--- src/rtl/isu_pkg.sv ---
package isu_pkg;
  localparam int ISU_NBITS = 13;
  localparam int B_TX_TRIG = 0;
  localparam int B_TX_EMPTY = 1;
  localparam int B_TX_HALF = 2;
  localparam int B_TX_FULL = 3;
  localparam int B_RX_TRIG = 5;
  localparam int B_RX_WORD = 6;
  localparam int B_RX_HALF = 7;
  localparam int B_RX_FULL = 8;
  localparam int B_ALL_DONE = 9;
  localparam int B_RX_BYTE = 11;
  localparam int B_BAD_ACC = 12;
  // reserved positions 4 and 10
  localparam logic [ISU_NBITS-1:0] ISU_RSVD = 13'h0410;
endpackage

--- src/rtl/isu_status_bank.sv ---
module isu_status_bank #(
  parameter int NBITS = isu_pkg::ISU_NBITS,
  parameter logic [NBITS-1:0] RSVD = isu_pkg::ISU_RSVD
) (
  input  logic             clk,
  input  logic             rst,
  input  logic [NBITS-1:0] cond_i,
  input  logic [NBITS-1:0] clr_i,
  output logic [NBITS-1:0] stat_o
);
  for (genvar b = 0; b < NBITS; b++) begin : g_bit
    if (RSVD[b]) begin : g_rsvd
      assign stat_o[b] = 1'b0;
    end else begin : g_live
      logic bit_q;
      always_ff @(posedge clk) begin
        if (rst) bit_q <= 1'b0;
        else     bit_q <= (bit_q & ~clr_i[b]) | cond_i[b];
      end
      assign stat_o[b] = bit_q;


      set_wins_chk: assert property (@(posedge clk) disable iff (rst)
        cond_i[b] |=> bit_q);

      clr_takes_chk: assert property (@(posedge clk) disable iff (rst)
        (clr_i[b] && !cond_i[b]) |=> !bit_q);

      sticky_chk: assert property (@(posedge clk) disable iff (rst)
        (bit_q && !clr_i[b]) |=> bit_q);
    end
  end
endmodule

--- src/rtl/isu_enable_reg.sv ---
module isu_enable_reg #(
  parameter int NBITS = isu_pkg::ISU_NBITS,
  parameter logic [NBITS-1:0] RSVD = isu_pkg::ISU_RSVD
) (
  input  logic             clk,
  input  logic             rst,
  input  logic             we_i,
  input  logic [NBITS-1:0] d_i,
  output logic [NBITS-1:0] en_o
);
  logic [NBITS-1:0] en_q;
  always_ff @(posedge clk) begin
    if (rst)       en_q <= '0;
    else if (we_i) en_q <= d_i & ~RSVD;
  end
  assign en_o = en_q;


  en_rsvd_chk: assert property (@(posedge clk) disable iff (rst)
    we_i |=> ((en_o & RSVD) == '0));
endmodule

--- src/rtl/isu_reg_port.sv ---
module isu_reg_port #(
  parameter int NBITS = isu_pkg::ISU_NBITS,
  parameter int ADDR_W = 8,
  parameter int DATA_W = 32,
  parameter int BASE = 0
) (
  input  logic              clk,
  input  logic              rst,
  input  logic              wr_en_i,
  input  logic              rd_en_i,
  input  logic [ADDR_W-1:0] addr_i,
  input  logic [DATA_W-1:0] wdata_i,
  input  logic [NBITS-1:0]  stat_i,
  input  logic [NBITS-1:0]  en_i,
  output logic              en_we_o,
  output logic [NBITS-1:0]  wbits_o,
  output logic [NBITS-1:0]  clr_o,
  output logic [DATA_W-1:0] rdata_o
);
  localparam logic [ADDR_W-1:0] A_STAT = ADDR_W'(BASE);
  localparam logic [ADDR_W-1:0] A_EN   = ADDR_W'(BASE + 4);
  localparam logic [ADDR_W-1:0] A_CLR  = ADDR_W'(BASE + 8);

  logic unused_hi;
  assign unused_hi = ^wdata_i[DATA_W-1:NBITS];

  assign wbits_o = wdata_i[NBITS-1:0];
  assign en_we_o = wr_en_i && (addr_i == A_EN);
  assign clr_o   = (wr_en_i && (addr_i == A_CLR)) ? wdata_i[NBITS-1:0] : '0;

  logic [NBITS-1:0]  rsel;
  logic [DATA_W-1:0] rdata_q;
  always_comb begin
    unique case (addr_i)
      A_STAT:  rsel = stat_i;
      A_EN:    rsel = en_i;
      default: rsel = '0;
    endcase
  end

  always_ff @(posedge clk) begin
    if (rst)          rdata_q <= '0;
    else if (rd_en_i) rdata_q <= DATA_W'(rsel);
  end
  assign rdata_o = rdata_q;


  rd_hold_chk: assert property (@(posedge clk) disable iff (rst)
    !rd_en_i |=> $stable(rdata_q));

  clr_reads_zero_chk: assert property (@(posedge clk) disable iff (rst)
    (rd_en_i && addr_i == A_CLR) |=> (rdata_q == '0));
endmodule

--- src/rtl/irq_status_unit.sv ---
module irq_status_unit #(
  parameter int NBITS = isu_pkg::ISU_NBITS,
  parameter int ADDR_W = 8,
  parameter int DATA_W = 32,
  parameter int BASE = 0
) (
  input  logic              clk,
  input  logic              rst,
  input  logic [NBITS-1:0]  cond_i,
  input  logic              wr_en,
  input  logic              rd_en,
  input  logic [ADDR_W-1:0] addr,
  input  logic [DATA_W-1:0] wdata,
  output logic [DATA_W-1:0] rdata,
  output logic              irq
);
  logic [NBITS-1:0] stat, en, clr, wbits;
  logic en_we, irq_q;

  isu_reg_port #(.NBITS(NBITS), .ADDR_W(ADDR_W), .DATA_W(DATA_W), .BASE(BASE)) u_port (
    .clk(clk), .rst(rst), .wr_en_i(wr_en), .rd_en_i(rd_en), .addr_i(addr),
    .wdata_i(wdata), .stat_i(stat), .en_i(en), .en_we_o(en_we),
    .wbits_o(wbits), .clr_o(clr), .rdata_o(rdata)
  );

  isu_status_bank #(.NBITS(NBITS)) u_stat (
    .clk(clk), .rst(rst), .cond_i(cond_i), .clr_i(clr), .stat_o(stat)
  );

  isu_enable_reg #(.NBITS(NBITS)) u_en (
    .clk(clk), .rst(rst), .we_i(en_we), .d_i(wbits), .en_o(en)
  );

  always_ff @(posedge clk) begin
    if (rst) irq_q <= 1'b0;
    else     irq_q <= |(stat & en);
  end
  assign irq = irq_q;


  irq_quiet_chk: assert property (@(posedge clk) disable iff (rst)
    ((stat & en) == '0) |=> !irq);

  irq_raise_chk: assert property (@(posedge clk) disable iff (rst)
    ((stat & en) != '0) |=> irq);
endmodule

--- config.mk ---
export PLATFORM = sky130hd
export DESIGN_NAME = irq_status_unit
export DESIGN_NICKNAME = d
export VERILOG_FILES = /design/src/rtl/isu_pkg.sv /design/src/rtl/isu_status_bank.sv /design/src/rtl/isu_enable_reg.sv /design/src/rtl/isu_reg_port.sv /design/src/rtl/irq_status_unit.sv
export SDC_FILE = /design/constraint.sdc
export NUM_CORES = 1
export LEC_CHECK = 0
export BUFFER_PORTS_ARGS = -buffer_cell sky130_fd_sc_hd__buf_2
export CORE_ASPECT_RATIO = 0.75
export CORE_MARGIN = 2
export CORE_UTILIZATION = 53
export CTS_BUF_LIST = sky130_fd_sc_hd__clkbuf_8
export CTS_CLUSTER_SIZE = 24
export DETAILED_ROUTE_END_ITERATION = 8
export PLACE_DENSITY = 0.95
export SKIP_LAST_GASP = 1
export SYNTH_ARGS = -nofsm -noshare
export SYNTH_HDL_FRONTEND = slang
export SYNTH_HIERARCHICAL = 1
export SYNTH_SLANG_ARGS = --single-unit
--- constraint.sdc ---
create_clock -name clk -period 4.5 [get_ports clk]
set_input_delay 0.45 -clock clk [delete_from_list [all_inputs] [get_ports clk]]
set_output_delay 0.45 -clock clk [all_outputs]
set_load 0.01 [all_outputs]
==> impl_summary.txt, run 1 <==
----------------------------------------------------
[CTS]
  Number of buffers added for setup after CTS ... 0
  Later-pin clock latency in the skew report ... 0.28 ns
  H-tree levels ... 2
  Num CTS Buffers ... 5
  Clock tree from TritonCTS ... yes
  Hold_buf cts ... 0
  Deepest clock path buffer count ... 2
  Post-cts gate resize count ... 0
  Clock sink total ... 36
  Reg clk slew, reported paths ... 0.06 ns
  Root cell of the clock tree ... clkbuf_8

[Timing]
  Unrepaired setup endpoints after global routing ... no
  Skew final ... 0.00345 ns
  Number of setup violations in the final report ... 0
  Slew margin rel. ... 51.5%
  Final Hold Fails ... 0
  Max Slew Vio Count ... 0
  Worst-margin pin slew ... 0.728 ns
  Final period utilization ... 41.5%
  Top achievable clock speed ... 0.536 GHz
  Final worst path period need ... 1.87 ns
  Setup TNS ... 0 ns

[Worst setup path]
  Biggest cell delay along the critical path ... 0.59 ns
  Ordered list of cells on the worst path ... buf_2, or4_4, and4bb_2, mux2i_1, nor2_1
  Critical Path End Type ... flop
  Data required time of the critical path ... 4.64 ns
  Kind of start point of the critical path ... input pin
  CP Max Fanout ... 11
  Worst-path cell with the longest stage delay ... and4bb_2
  Worst Path Class, Setup ... input pin to flop
  WP buf/inv ... 1
  Worst path top cell family by delay ... simple AND/OR/NAND/NOR gates
  Data arrival time of the worst path ... 2.01 ns

[Logic synthesis]
  Yosys warning total ... 6
  Post-Syn Area per Cell ... 9.40 µm²
  Cells after Synth ... 213
  Cell area after technology mapping ... 2000 µm²

[Placement]
  Routability congestion estimate ... 0.774
  Number of port buffers ... 47
  Placed wire-length estimate after detailed placement ... 2770 µm

[Final layout]
  Area of the multi-input gates ... 917 µm²
  Number of inserted diodes ... 0
  Sequential cell area in the final layout ... 721 µm²
  Nets ... 289
  Layout cell share with drive strength beyond 1 ... 28.7%
  Util after Layout ... 56.3%
  Layout overhead on the synthesized area ... 2.31%
  Number of inserted filler cells in the final layout ... 330

[Worst hold path]
  Tightest Hold Check Type ... input pin to flop

[Die]
  Number of cell rows ... 19
  Die area ... 4290 µm²
  Core area ... 3640 µm²
  I/O pins ... 90
  Die height ... 57.2 µm
  Overall die width ... 75.0 µm
  Initial standard-cell utilization of the core ... 55.0%

[Global route]
  Aggregate global-route resource usage ... 19.1%
  Grt ovf ... 0
  Number of global-route vias before repair ... 1,346
  First-pass GRT wire length ... 6100 µm
  Pin count of the biggest net entering global routing ... 38
  Number of antenna violations at the first check in global routing ... 0

[Pwr]
  Total power consumption of the routed design ... 594 µW
  Switching power ... 142 µW
  Peak VDD IR ... 0.184 mV
  Cell internal power dissipation ... 452 µW
  Power Density ... 290 nW/µm²
  Reg power frac ... 56.0%
  Share of power burned in combinational logic ... 10.4%
  Fraction of power consumed by the clock network ... 33.6%
  Sw frac ... 23.9%
  Leakage power summed over all cells ... 0.000904 µW

[Drt]
  Antenna viol nets, final ... 0
  Routed wire per std cell ... 13.5 µm
  DRC violation count after routing ... 0
  Detailed-routing iteration count for the pre-antenna-repair pass ... 4
  Via count ... 1,391
  Aggregate routed wire length ... 3800 µm
  Number of vias per cell after detailed routing ... 4.93
  Initial drt markers ... 74

[Run]
  Count of max-cap constraint violations ... 0

[Status]
  Result of the run ... complete, no violations

----------------------------------------------------
per-stage QoR:
stage	instance area (µm²)	instances	setup slack, ns	hold slack [ns]
2_1_floorplan	2080	233	2.52	0.444
3_3_place_gp	1980	277	2.41	0.471
3_5_place_dp	1980	277	2.36	0.479
4_1_cts	2050	282	2.67	0.389
5_1_grt	2050	282	2.61	0.392
6_report	2050	282	2.63	0.399
final cells by class:
cell class	instances	area share [%]
clock buffers	5	3.36
inverters	11	2.02
repair buffers	47	11.5
flip-flops and latches	36	35.2
multi-input cells	131	44.8
well taps	52	3.18
power by group through the flow:
stage          Sequential (µW)  Combinational [µW]  Clock (µW)
3_3_place_gp               339                59.3           0
5_1_grt                    334                67.7         222
4_1_cts                    332                61.4         207
6_report                   333                62.0         200
3_5_place_dp               340                61.3           0
2_1_floorplan              337                71.9           0
state kept, by name (all words and copies together), names as in the netlist:
register / cells
u_en/en_o: 11
u_stat/g_bit.g_live.bit_q: 11
irq: 1
u_port/rdata_o: 13
per-layer routing:
layer | share of wire [%] | track usage [%] | wire length [µm]
met1 | 44 | 22.9 | 1690
met2 | 47 | 31.0 | 1790
met3 | 8.0 | 7.42 | 305
met4 | 0.63 | 6.89 | 24
met5 | 0 | 0 | 0
path summary, 6_finish.rpt:
kind	startpoint	to	slack, ns	depth (start not counted)
max reg2reg	u_stat/g_bit[0].g_live.bit_q	irq	3.38	3
min reg2reg	u_stat/g_bit[12].g_live.bit_q	u_stat/g_bit[12].g_live.bit_q	0.49	2
max	addr[1]	u_en/en_o[0]	2.63	5
min	cond_i[2]	u_stat/g_bit[2].g_live.bit_q	0.40	3
layout by cell type (no fill, tap or decap), drive strengths merged, types with 11 or more instances in the layout:
cell,n
conb,23
buf,47
dfxtp,36
nor2,11
and2,11
nand2b,25
o32ai,13
inv,11
a21oi,11
mux2i,24
tightest hold or removal path, stage by stage:
cell	delay [ns]
buf_2	0.09
inv_1	0.05
a21oi_2	0.04
No activity file was read; power rests on OpenSTA's default activity.
==> inputs of run 2 (changes only) <==
Settings changed: ABC_AREA set to 1, CORE_UTILIZATION 53 to 46, PLACE_DENSITY 0.95 to 0.87.
Clock period 4.5 ns to 1.65 ns, I/O delays scaled along.
==> run 2 against run 1 <==
Clock skew rose by 0.0038 ns. Die area increased by 34%. Non-clock buffer count grew 3. Sequential share of layout area decreased by 5.2 points. Combinational power grew to 4.0 times the previous value. Setup slack got worse by 2.0 ns. Wire length up 16%. Worst hold slack lost 0.28 ns. Power rose to 3.1 times the previous value.
==> impl_summary.txt, run 2 <==
----------------------------------------------------
[Die]
  Number of cell rows ... 22 (+3)
  Die area ... 5730 µm² (+34%)
  Overall die width ... 86.8 µm (+16%)
  I/O pins ... 90 (unchanged)
  Initial standard-cell utilization of the core ... 48.0% (-7.1 points)
  Die height ... 66.1 µm (+15%)
  Core area ... 4930 µm² (+35%)

[Placement]
  Number of port buffers ... 47 (unchanged)
  Post-placement cell count ... 428 (+55%)
  Post-place instance area ... 2310 µm² (+17%)
  Placed wire-length estimate after detailed placement ... 3290 µm (+19%)
  Routability congestion estimate ... 0.809 (+4.5%)

[Global route]
  Number of antenna violations at the first check in global routing ... 0 (unchanged)
  Number of global-route vias before repair ... 1,780 (+32%)
  Grt ovf ... 0 (unchanged)
  Aggregate global-route resource usage ... 16.4% (-2.6 points)
  Pin count of the biggest net entering global routing ... 27 (-29%)
  First-pass GRT wire length ... 7380 µm (+21%)

[Final layout]
  Post-layout instance count excluding filler cells ... 435 (+54%)
  Number of inserted diodes ... 0 (unchanged)
  Number of flip-flops in the largest register ... 13 (unchanged)
  Most used cells in the layout excluding fill and tap cells ... 80 x nand2_1, 65 x nor2_1, 63 x inv_1
  Number of inserted filler cells in the final layout ... 510 (+55%)
  Layout overhead on the synthesized area ... 1.80%
  Nets ... 432 (+49%)
  Leading cell type in the layout, fill and taps excluded ... nand2_1
  Layout cell share with drive strength beyond 1 ... 24.0% (-4.7 points)
  Final design area excluding fillers ... 2410 µm² (+17%)

[CTS]
  Clock tree from TritonCTS ... yes
  Post-cts gate resize count ... 0 (unchanged)
  Deepest clock path buffer count ... 2 (unchanged)
  H-tree levels ... 2 (unchanged)
  Root cell of the clock tree ... clkbuf_8
  Clock sink total ... 36 (unchanged)
  Num CTS Buffers ... 5 (unchanged)
  Number of buffers added for setup after CTS ... 0 (unchanged)
  Later-pin clock latency in the skew report ... 0.29 ns (about the same)
  Hold_buf cts ... 0 (unchanged)
  Reg clk slew, reported paths ... 0.07 ns (about the same)

[Drt]
  Aggregate routed wire length ... 4410 µm (+16%)
  DRC violation count after routing ... 0 (unchanged)
  Detailed-routing iteration count for the pre-antenna-repair pass ... 4 (unchanged)
  Number of vias per cell after detailed routing ... 4.36 (-12%)
  Antenna viol nets, final ... 0 (unchanged)
  Routed wire per std cell ... 10.1 µm (-25%)
  Initial drt markers ... 75 (+1.4%)
  Via count ... 1,897 (+36%)

[Timing]
  Unrepaired setup endpoints after global routing ... no
  Final worst path period need ... 1.00 ns
  Setup TNS ... 0 ns (unchanged)
  Final period utilization ... 60.8%
  Max Slew Vio Count ... 0 (unchanged)
  Number of setup violations in the final report ... 0 (unchanged)
  Top achievable clock speed ... 0.997 GHz
  Skew final ... 0.00725 ns (+0.00380 ns)
  Final Hold Fails ... 0 (unchanged)
  Worst Hold Margin ... 0.117 ns (-0.282 ns)

[Worst setup path]
  Biggest cell delay along the critical path ... 0.30 ns (-0.29 ns)
  R2R depth ... 6 (+3)
  Ordered list of cells on the worst path ... buf_2, inv_1, nand2_2, nor4_2, buf_4, nand2_1, nand2_1, nor2_1
  Data arrival time of the worst path ... 1.19 ns (-0.82 ns)
  Worst Path Class, Setup ... input pin to flop
  Data required time of the critical path ... 1.84 ns (-2.80 ns)
  Endpoint of the lowest-slack register-to-register path ... irq
  CP Max Fanout ... 22 (+11)
  Worst path top cell family by delay ... simple AND/OR/NAND/NOR gates
  Cell repeated most along the worst path ... nand2_1
  Worst-path cell with the longest stage delay ... buf_4
  Origin of the critical flop-to-flop path ... u_en/en_o[11]
  WP buf/inv ... 3 (+2)
  Worst R2R Setup Slack ... 0.73 ns (-2.65 ns)
  Critical Path Source ... addr[3]
  Critical Path End Type ... flop
  Kind of start point of the critical path ... input pin

[Worst hold path]
  Worst Hold Path Cells ... 3 (unchanged)
  Min-Delay Endpoint ... u_stat/g_bit[2].g_live.bit_q
  Hold path startpoint ... cond_i[2]
  Tightest Hold Check Type ... input pin to flop

[Pwr]
  Peak VDD IR ... 0.349 mV (+90%)
  Leakage power summed over all cells ... 0.00133 µW (+47%)
  Power Density ... 769 nW/µm² (+160%)
  Total power consumption of the routed design ... 1850 µW (+210%)

[Logic synthesis]
  Post-Syn Area per Cell ... 6.66 µm² (-29%)
  Cell area after technology mapping ... 2360 µm² (+18%)
  Cells after Synth ... 355 (+67%)
  Yosys warning total ... 6 (unchanged)

[Run]
  Count of max-cap constraint violations ... 0 (unchanged)

[Status]
  Result of the run ... complete, no violations

----------------------------------------------------
run 2: cell type report:
type                    instances  area [µm²]  share of cell area (%)
inverters                      65         244                    10.1
flip-flops and latches         36         721                    30.0
repair buffers                 50         258                    10.7
multi-input cells             217        1010                    42.1
well taps                      60        75.1                    3.12
clock buffers                   7        96.3                    4.00
run 2: stage by stage:
stage | worst slack [ns] | utilization [%]
finish | 0.647 | 48.8
global route | 0.511 | 48.8
CTS | 0.638 | 48.8
detailed placement | 0.345 | 46.9
global placement | 0.403 | 46.9
floorplan | 0.335 | -
run 2: tightest hold or removal path, delay by kind of cell:
kind | cells | cell delay (ns)
buffers and inverters | 2 | 0.14
AO/OA/AOI/OAI | 1 | 0.05
run 2: per-layer routing:
| layer | vias to the layer above | global-route usage, % | part of all wire, % | wire, µm |
|---|---|---|---|---|
| met5 | - | 0 | 0 | 0 |
| met4 | 0 | 6.25 | 1.7 | 73 |
| met3 | 11 | 4.24 | 5.3 | 234 |
| met2 | 50 | 29.4 | 48 | 2110 |
| met1 | 837 | 18.8 | 45 | 1990 |
| li1 | 999 | - | - | - |
run 2: how the worst max path moves through the flow:
stage / to / slack [ns] / depth (start not counted)
2_1_floorplan: u_en/en_o[0] / 0.34 / 7
3_3_place_gp: u_en/en_o[8] / 0.40 / 8
3_5_place_dp: u_en/en_o[6] / 0.34 / 8
4_1_cts: u_en/en_o[6] / 0.64 / 8
5_1_grt: u_en/en_o[0] / 0.51 / 8
6_report: u_en/en_o[6] / 0.65 / 8
run 2: power by group:
part	switching (µW)	internal, µW	leakage [µW]
clock network	299	372	0.0000503
registers	23.5	906	0.000296
logic	155	94.2	0.000985
total	477	1370	0.00133
